File: config.mk
export PLATFORM = sky130hd
export DESIGN_NAME = hqp_top
export DESIGN_NICKNAME = d
export VERILOG_FILES = /design/src/rtl/hqp_pkg.sv /design/src/rtl/hqp_fifo.sv /design/src/rtl/hqp_irq_ctrl.sv /design/src/rtl/hqp_bus_dec.sv /design/src/rtl/hqp_top.sv
export SDC_FILE = /design/constraint.sdc
export NUM_CORES = 2
export LEC_CHECK = 0
export ABC_AREA = 1
export BUFFER_PORTS_ARGS = -buffer_cell sky130_fd_sc_hd__buf_2
export CORE_MARGIN = 4
export CORE_UTILIZATION = 38
export CTS_CLUSTER_SIZE = 30
export DETAILED_ROUTE_END_ITERATION = 10
export GPL_ROUTABILITY_DRIVEN = 0
export HOLD_SLACK_MARGIN = 0.06
export RECOVER_POWER = 50
export SYNTH_ARGS = -nofsm -noshare
export SYNTH_HDL_FRONTEND = slang
export SYNTH_SLANG_ARGS = --single-unit
File: constraint.sdc
create_clock -name clk -period 4.7 [get_ports clk]
set_input_delay 0.235 -clock clk [delete_from_list [all_inputs] [get_ports clk]]
set_output_delay 0.235 -clock clk [all_outputs]
set_load 0.05 [all_outputs]
File: src/rtl/hqp_pkg.sv
package hqp_pkg;

    localparam int ADDR_W = 2;

    typedef enum logic [ADDR_W-1:0] {
        REG_REQ  = 2'd0,
        REG_RPL  = 2'd1,
        REG_MASK = 2'd2,
        REG_STAT = 2'd3
    } reg_sel_e;

    localparam int MASK_DIS_BIT = 3;
    localparam int STAT_PEND_BIT = 0;
    localparam int STAT_OVF_BIT = 1;

endpackage

File: src/rtl/hqp_fifo.sv
module hqp_fifo #(
    parameter int WIDTH = 32,
    parameter int DEPTH = 16
) (
    input  logic             clk,
    input  logic             rst_n,
    input  logic             push,
    input  logic [WIDTH-1:0] push_data,
    input  logic             pop,
    output logic [WIDTH-1:0] head,
    output logic             empty,
    output logic             full
);
    localparam int PTR_W = (DEPTH > 1) ? $clog2(DEPTH) : 1;
    localparam int CNT_W = $clog2(DEPTH + 1);
    localparam logic [PTR_W-1:0] LAST = PTR_W'(DEPTH - 1);
    localparam logic [CNT_W-1:0] FULL_CNT = CNT_W'(DEPTH);

    typedef struct packed {
        logic [DEPTH-1:0][WIDTH-1:0] mem;
        logic [PTR_W-1:0]            wr;
        logic [PTR_W-1:0]            rd;
        logic [CNT_W-1:0]            cnt;
    } fifo_st_t;

    fifo_st_t st_d, st_q;
    logic     do_push, do_pop;

    function automatic logic [PTR_W-1:0] ptr_next(input logic [PTR_W-1:0] p);
        return (p == LAST) ? '0 : p + 1'b1;
    endfunction

    assign empty = (st_q.cnt == '0);
    assign full  = (st_q.cnt == FULL_CNT);
    assign head  = st_q.mem[st_q.rd];

    always_comb begin
        st_d    = st_q;
        do_push = push && !full;
        do_pop  = pop && !empty;
        if (do_push) begin
            st_d.mem[st_q.wr] = push_data;
            st_d.wr           = ptr_next(st_q.wr);
        end
        if (do_pop) begin
            st_d.rd = ptr_next(st_q.rd);
        end
        case ({do_push, do_pop})
            2'b10:   st_d.cnt = st_q.cnt + 1'b1;
            2'b01:   st_d.cnt = st_q.cnt - 1'b1;
            default: st_d.cnt = st_q.cnt;
        endcase
    end

    always_ff @(posedge clk) begin
        if (!rst_n) begin
            st_q <= '0;
        end else begin
            st_q <= st_d;
        end
    end

endmodule

File: src/rtl/hqp_irq_ctrl.sv
module hqp_irq_ctrl (
    input  logic clk,
    input  logic rst_n,
    input  logic mask_we,
    input  logic mask_wbit,
    input  logic ovf_set,
    input  logic reply_nonempty,
    output logic mask_dis,
    output logic ovf_flag,
    output logic pending,
    output logic irq
);
    typedef struct packed {
        logic dis;
        logic ovf;
    } irq_st_t;

    irq_st_t st_d, st_q;

    always_comb begin
        st_d = st_q;
        if (mask_we) begin
            st_d.dis = mask_wbit;
        end
        if (ovf_set) begin
            st_d.ovf = 1'b1;
        end
    end

    always_ff @(posedge clk) begin
        if (!rst_n) begin
            st_q <= '{dis: 1'b1, ovf: 1'b0};
        end else begin
            st_q <= st_d;
        end
    end

    assign mask_dis = st_q.dis;
    assign ovf_flag = st_q.ovf;
    assign pending  = reply_nonempty;
    assign irq      = reply_nonempty && !st_q.dis;

endmodule

File: src/rtl/hqp_bus_dec.sv
module hqp_bus_dec
    import hqp_pkg::*;
#(
    parameter int DATA_W = 32
) (
    input  logic              bus_sel,
    input  logic              bus_wr,
    input  logic [ADDR_W-1:0] bus_addr,
    input  logic [DATA_W-1:0] bus_wdata,
    input  logic              req_full,
    input  logic              rpl_empty,
    input  logic [DATA_W-1:0] rpl_head,
    input  logic              mask_dis,
    input  logic              pending,
    input  logic              ovf_flag,
    output logic              req_push,
    output logic              rpl_pop,
    output logic              mask_we,
    output logic              mask_wbit,
    output logic [DATA_W-1:0] bus_rdata
);
    reg_sel_e sel;
    logic     wr_stb, rd_stb;

    assign sel    = reg_sel_e'(bus_addr);
    assign wr_stb = bus_sel && bus_wr;
    assign rd_stb = bus_sel && !bus_wr;

    always_comb begin
        req_push  = 1'b0;
        rpl_pop   = 1'b0;
        mask_we   = 1'b0;
        mask_wbit = bus_wdata[MASK_DIS_BIT];
        if (wr_stb) begin
            case (sel)
                REG_REQ:  req_push = 1'b1;
                REG_RPL:  rpl_pop  = (bus_wdata == '0);
                REG_MASK: mask_we  = 1'b1;
                default:  ;
            endcase
        end
    end

    always_comb begin
        bus_rdata = '0;
        if (rd_stb) begin
            case (sel)
                REG_REQ:  bus_rdata = DATA_W'(req_full);
                REG_RPL:  bus_rdata = rpl_empty ? '1 : rpl_head;
                REG_MASK: bus_rdata[MASK_DIS_BIT] = mask_dis;
                REG_STAT: begin
                    bus_rdata[STAT_PEND_BIT] = pending;
                    bus_rdata[STAT_OVF_BIT]  = ovf_flag;
                end
                default:  ;
            endcase
        end
    end

endmodule

File: src/rtl/hqp_top.sv
module hqp_top
    import hqp_pkg::*;
#(
    parameter int DATA_W    = 32,
    parameter int REQ_DEPTH = 16,
    parameter int RPL_DEPTH = 16
) (
    input  logic              clk,
    input  logic              rst_n,
    input  logic              bus_sel,
    input  logic              bus_wr,
    input  logic [ADDR_W-1:0] bus_addr,
    input  logic [DATA_W-1:0] bus_wdata,
    output logic [DATA_W-1:0] bus_rdata,
    output logic              req_valid,
    input  logic              req_ready,
    output logic [DATA_W-1:0] req_data,
    input  logic              rpl_valid,
    output logic              rpl_ready,
    input  logic [DATA_W-1:0] rpl_data,
    output logic              irq
);
    logic              req_push, req_empty, req_full;
    logic              rpl_pop, rpl_empty, rpl_full;
    logic [DATA_W-1:0] rpl_head;
    logic              mask_we, mask_wbit, mask_dis, ovf_flag, pending;

    hqp_bus_dec #(.DATA_W(DATA_W)) u_dec (
        .bus_sel   (bus_sel),
        .bus_wr    (bus_wr),
        .bus_addr  (bus_addr),
        .bus_wdata (bus_wdata),
        .req_full  (req_full),
        .rpl_empty (rpl_empty),
        .rpl_head  (rpl_head),
        .mask_dis  (mask_dis),
        .pending   (pending),
        .ovf_flag  (ovf_flag),
        .req_push  (req_push),
        .rpl_pop   (rpl_pop),
        .mask_we   (mask_we),
        .mask_wbit (mask_wbit),
        .bus_rdata (bus_rdata)
    );

    hqp_fifo #(.WIDTH(DATA_W), .DEPTH(REQ_DEPTH)) u_req_q (
        .clk       (clk),
        .rst_n     (rst_n),
        .push      (req_push),
        .push_data (bus_wdata),
        .pop       (req_ready),
        .head      (req_data),
        .empty     (req_empty),
        .full      (req_full)
    );

    hqp_fifo #(.WIDTH(DATA_W), .DEPTH(RPL_DEPTH)) u_rpl_q (
        .clk       (clk),
        .rst_n     (rst_n),
        .push      (rpl_valid),
        .push_data (rpl_data),
        .pop       (rpl_pop),
        .head      (rpl_head),
        .empty     (rpl_empty),
        .full      (rpl_full)
    );

    hqp_irq_ctrl u_irq (
        .clk            (clk),
        .rst_n          (rst_n),
        .mask_we        (mask_we),
        .mask_wbit      (mask_wbit),
        .ovf_set        (req_push && req_full),
        .reply_nonempty (!rpl_empty),
        .mask_dis       (mask_dis),
        .ovf_flag       (ovf_flag),
        .pending        (pending),
        .irq            (irq)
    );

    assign req_valid = !req_empty;
    assign rpl_ready = !rpl_full;

endmodule

==> impl_metrics.yaml <==
timing:
  min_period_ps: 4140
  hold_viol_final: 0
  fin_tns_setup_ps: 0
  period_share_pct: 88.0
  final-setup-viol-count: 0
  fmax_mhz: 242
  slew_headroom_pct: -45.7
  drv_slew: 936
  fin_skew_ps: 48.0
  tightest_slew_ps: 2190
  rsz0062_at_grt: "no"
cts:
  root_buffer: "clkbuf_16"
  clk_pin_slew_ps: 60
  cts_tree: "built"
  htree_levels: 3
  cts_buffers: 115
  clk_latency_ps: 750
  cts_sinks: 1052
  clock_path_buffers: 3
finish:
  final_layout_size_suffix_gt1_share_pct: 7.55
  fin_util_pct: 42.7
  fillers: 12800
  nets: 6529
  syn_to_final_growth_pct: 11.3
placement:
  dp_hpwl_um: 92400
  io_buffers: 138
job:
  maxCapViolations: 12
synth:
  ys_seq_area_share_pct: 44.2
  synth_area_sq_um: 47600
  synthAdderAreaFrac_pct: 0.688
  synth_edf_count: 0
  ys_types: 35
  avgSynthCellArea_sq_um: 7.15
  muxShareOfSynthArea_pct: 0
  synth_flop_cell: "dfxtp_1"
  syn_inst: 6658
  synthSimpleGateAreaFrac_pct: 16.6
  yosysWarnings: 0
  synth_top_cells_by_area: "dfxtp_1 44%, a21oi_1 15%, o21ai_0 8.9%, nand3_1 8.0%, nand2_1 7.1%"
  synth_largest_area_cell: "dfxtp_1"
  synth_compound_area_share_pct: 27.1
  yosys.area.top_type_share_pct: 44.2
  syn-num-nets: 6755
  synth_xor_area_share_pct: 0.202
  synth-seq-cells: 1052
  synth_top_family_by_area: "compound AO/OA/AOI/OAI gates"
  ys_async_sr_fraction_pct: 0
floorplanning:
  die_h_um: 362
  initial_core_util_pct: 38.4
  die_area_sq_um: 131000
  design.portCount: 139
  die_width_um: 362
  row_count: 129
  core-area_sq_um: 124000
setup_path:
  startpoint_type: "input port"
  r2r-end: "u_req_q.st_q[82]"
  rr_worst_depth: 10
  rr_startpoint: "u_req_q.st_q[0]"
  crit_end: "u_req_q.st_q[77]"
  cpPeakStageDelay_ps: 1700
  arrival_ps: 4730
  crit_start: "rst_n"
  critPathSlowestCell: "inv_4"
  critPathMaxFanout: 125
  critical_path.cell_chain: "dlygate4sd3_1 > clkbuf_2 > inv_4 > buf_6 > a21oi_1"
  critPathCaptureType: "flop"
  crit_type: "in2reg"
  r2r_slack_ps: 760
  worst_ep_required_time_ps: 5290
global_routing:
  grt_max_degree: 175
  antenna_found_initial: 18
  grt_pass1_vias: 41500
  grt_pass1_wl_um: 260000
  grt.total_usage_pct: 25.3
  grt-ovfl-total: 0
power_and_ir_drop:
  ir_drop_mv: 0.439
  powerDensity_nw_per_um2: 445
  leakage_nw: 17.6
hold_path:
  holdPathStages: 6
  min_path_type: "in2reg"
routing:
  vias_per_cell: 5.62
  drt_iter0_markers: 5520
  drtAntennaViolNets: 0
  wirelength_um: 173000
  wl_per_cell_um: 21.1
  drc: 0
  dr.pass1.iters: 8
  route.vias.total: 45900
status:
  status: "finished, violations left"
  violations: "max-capacitance violations, max-slew violations"
## cells by family after synthesis
group / after synthesis
AO/OA/AOI/OAI: 2510
XOR/XNOR: 11
adder cells (fa/ha/maj): 25
buffers and inverters: 1257
flip-flops: 1052
AND/OR/NAND/NOR: 1803
## worst max-delay path: cells and delay by family
kind	cells	cell delay [ps]
buffers and inverters	4	4140
AO/OA/AOI/OAI	1	120
## metrics by stage
step,std cells,hold slack (ps),total power [W],setup slack [ps],instance area [sq um]
6_report,8177,167,0.0236,565,53000
3_5_place_dp,7884,443,0.0140,1390,48300
3_3_place_gp,7884,438,0.0140,1280,48300
2_1_floorplan,6658,410,0.0125,2100,47600
5_1_grt,8174,194,0.0245,349,53000
4_1_cts,8171,114,0.0237,660,53100
## report_power, final
group          switching, W  internal [W]  leakage, nW
clock               0.00402       0.00566         2.04
sequential         0.000120       0.00902         8.49
combinational       0.00360       0.00118         7.08
total               0.00774        0.0159         17.6
## Yosys cell counts, drive strengths merged, types with 7 or more instances
cell type and instances:
nand2 930, nor3 30, nor2 76, a21oi 1474
clkbuf 339, dfxtp 1052, inv 618, o21ai 906
nand3 759, xor2 7, buf 297, ha 23
o211ai 125
## cell usage in the layout (no fill, tap or decap), drive strengths merged
| master | count |
|---|---|
| xnor2 | 4 |
| buf | 212 |
| nand2 | 930 |
| or2 | 1 |
| a31oi | 3 |
| nand4 | 6 |
| clkinv | 45 |
| a21o | 1 |
| nor3 | 30 |
| nand3 | 759 |
| dlygate4sd3 | 68 |
| clkbuf | 170 |
| diode | 6 |
| fa | 2 |
| nor2 | 76 |
| o211ai | 125 |
| xor2 | 7 |
| nor4 | 1 |
| inv | 620 |
| dfxtp | 1052 |
| bufinv | 11 |
| a21oi | 1474 |
| o21ai | 906 |
| clkinvlp | 7 |
| o21bai | 1 |
| ha | 23 |
## routing by layer
metal | vias up | track usage (%) | routed length, um
li1 | 21900 | - | -
met1 | 21600 | 33.4 | 72800
met2 | 1970 | 41.1 | 79000
met3 | 418 | 4.66 | 14500
met4 | 8 | 9.63 | 6500
met5 | - | 0 | 53
## state kept, by name, indices dropped and copies added (netlist names)
name	flops
u_irq.ovf_flag	1
u_irq.mask_dis	1
u_rpl_q.st_q	525
u_req_q.st_q	525
## layout make-up
type	count	area, sq um	area share, %
multi-input combinational	4349	21300	40.2
timing repair buffer	293	2090	3.94
inverter	621	2350	4.44
tap	1637	2050	3.87
antenna	6	15.0	0.0283
clock inverter	62	727	1.37
sequential	1052	21100	39.8
clock buffer	157	3380	6.37
## how the worst min path moves through the flow
stage,end,from
finish,u_irq.mask_dis,bus_addr[0]
global route,u_irq.mask_dis,bus_addr[0]
CTS,u_irq.mask_dis,bus_addr[0]
detailed placement,u_rpl_q.st_q[245],u_rpl_q.st_q[245]
global placement,u_req_q.st_q[356],u_req_q.st_q[356]
floorplan,u_rpl_q.st_q[311],rpl_data[10]
## timing repair
action                                  4_1_cts  5_1_grt
buffers inserted                              0        0
gates resized for setup                       0        0
hold endpoints to repair                   1020        0
hold buffers                                 68        0
endpoints found under the setup margin        0        0
Power figures use the tool's default switching activity.
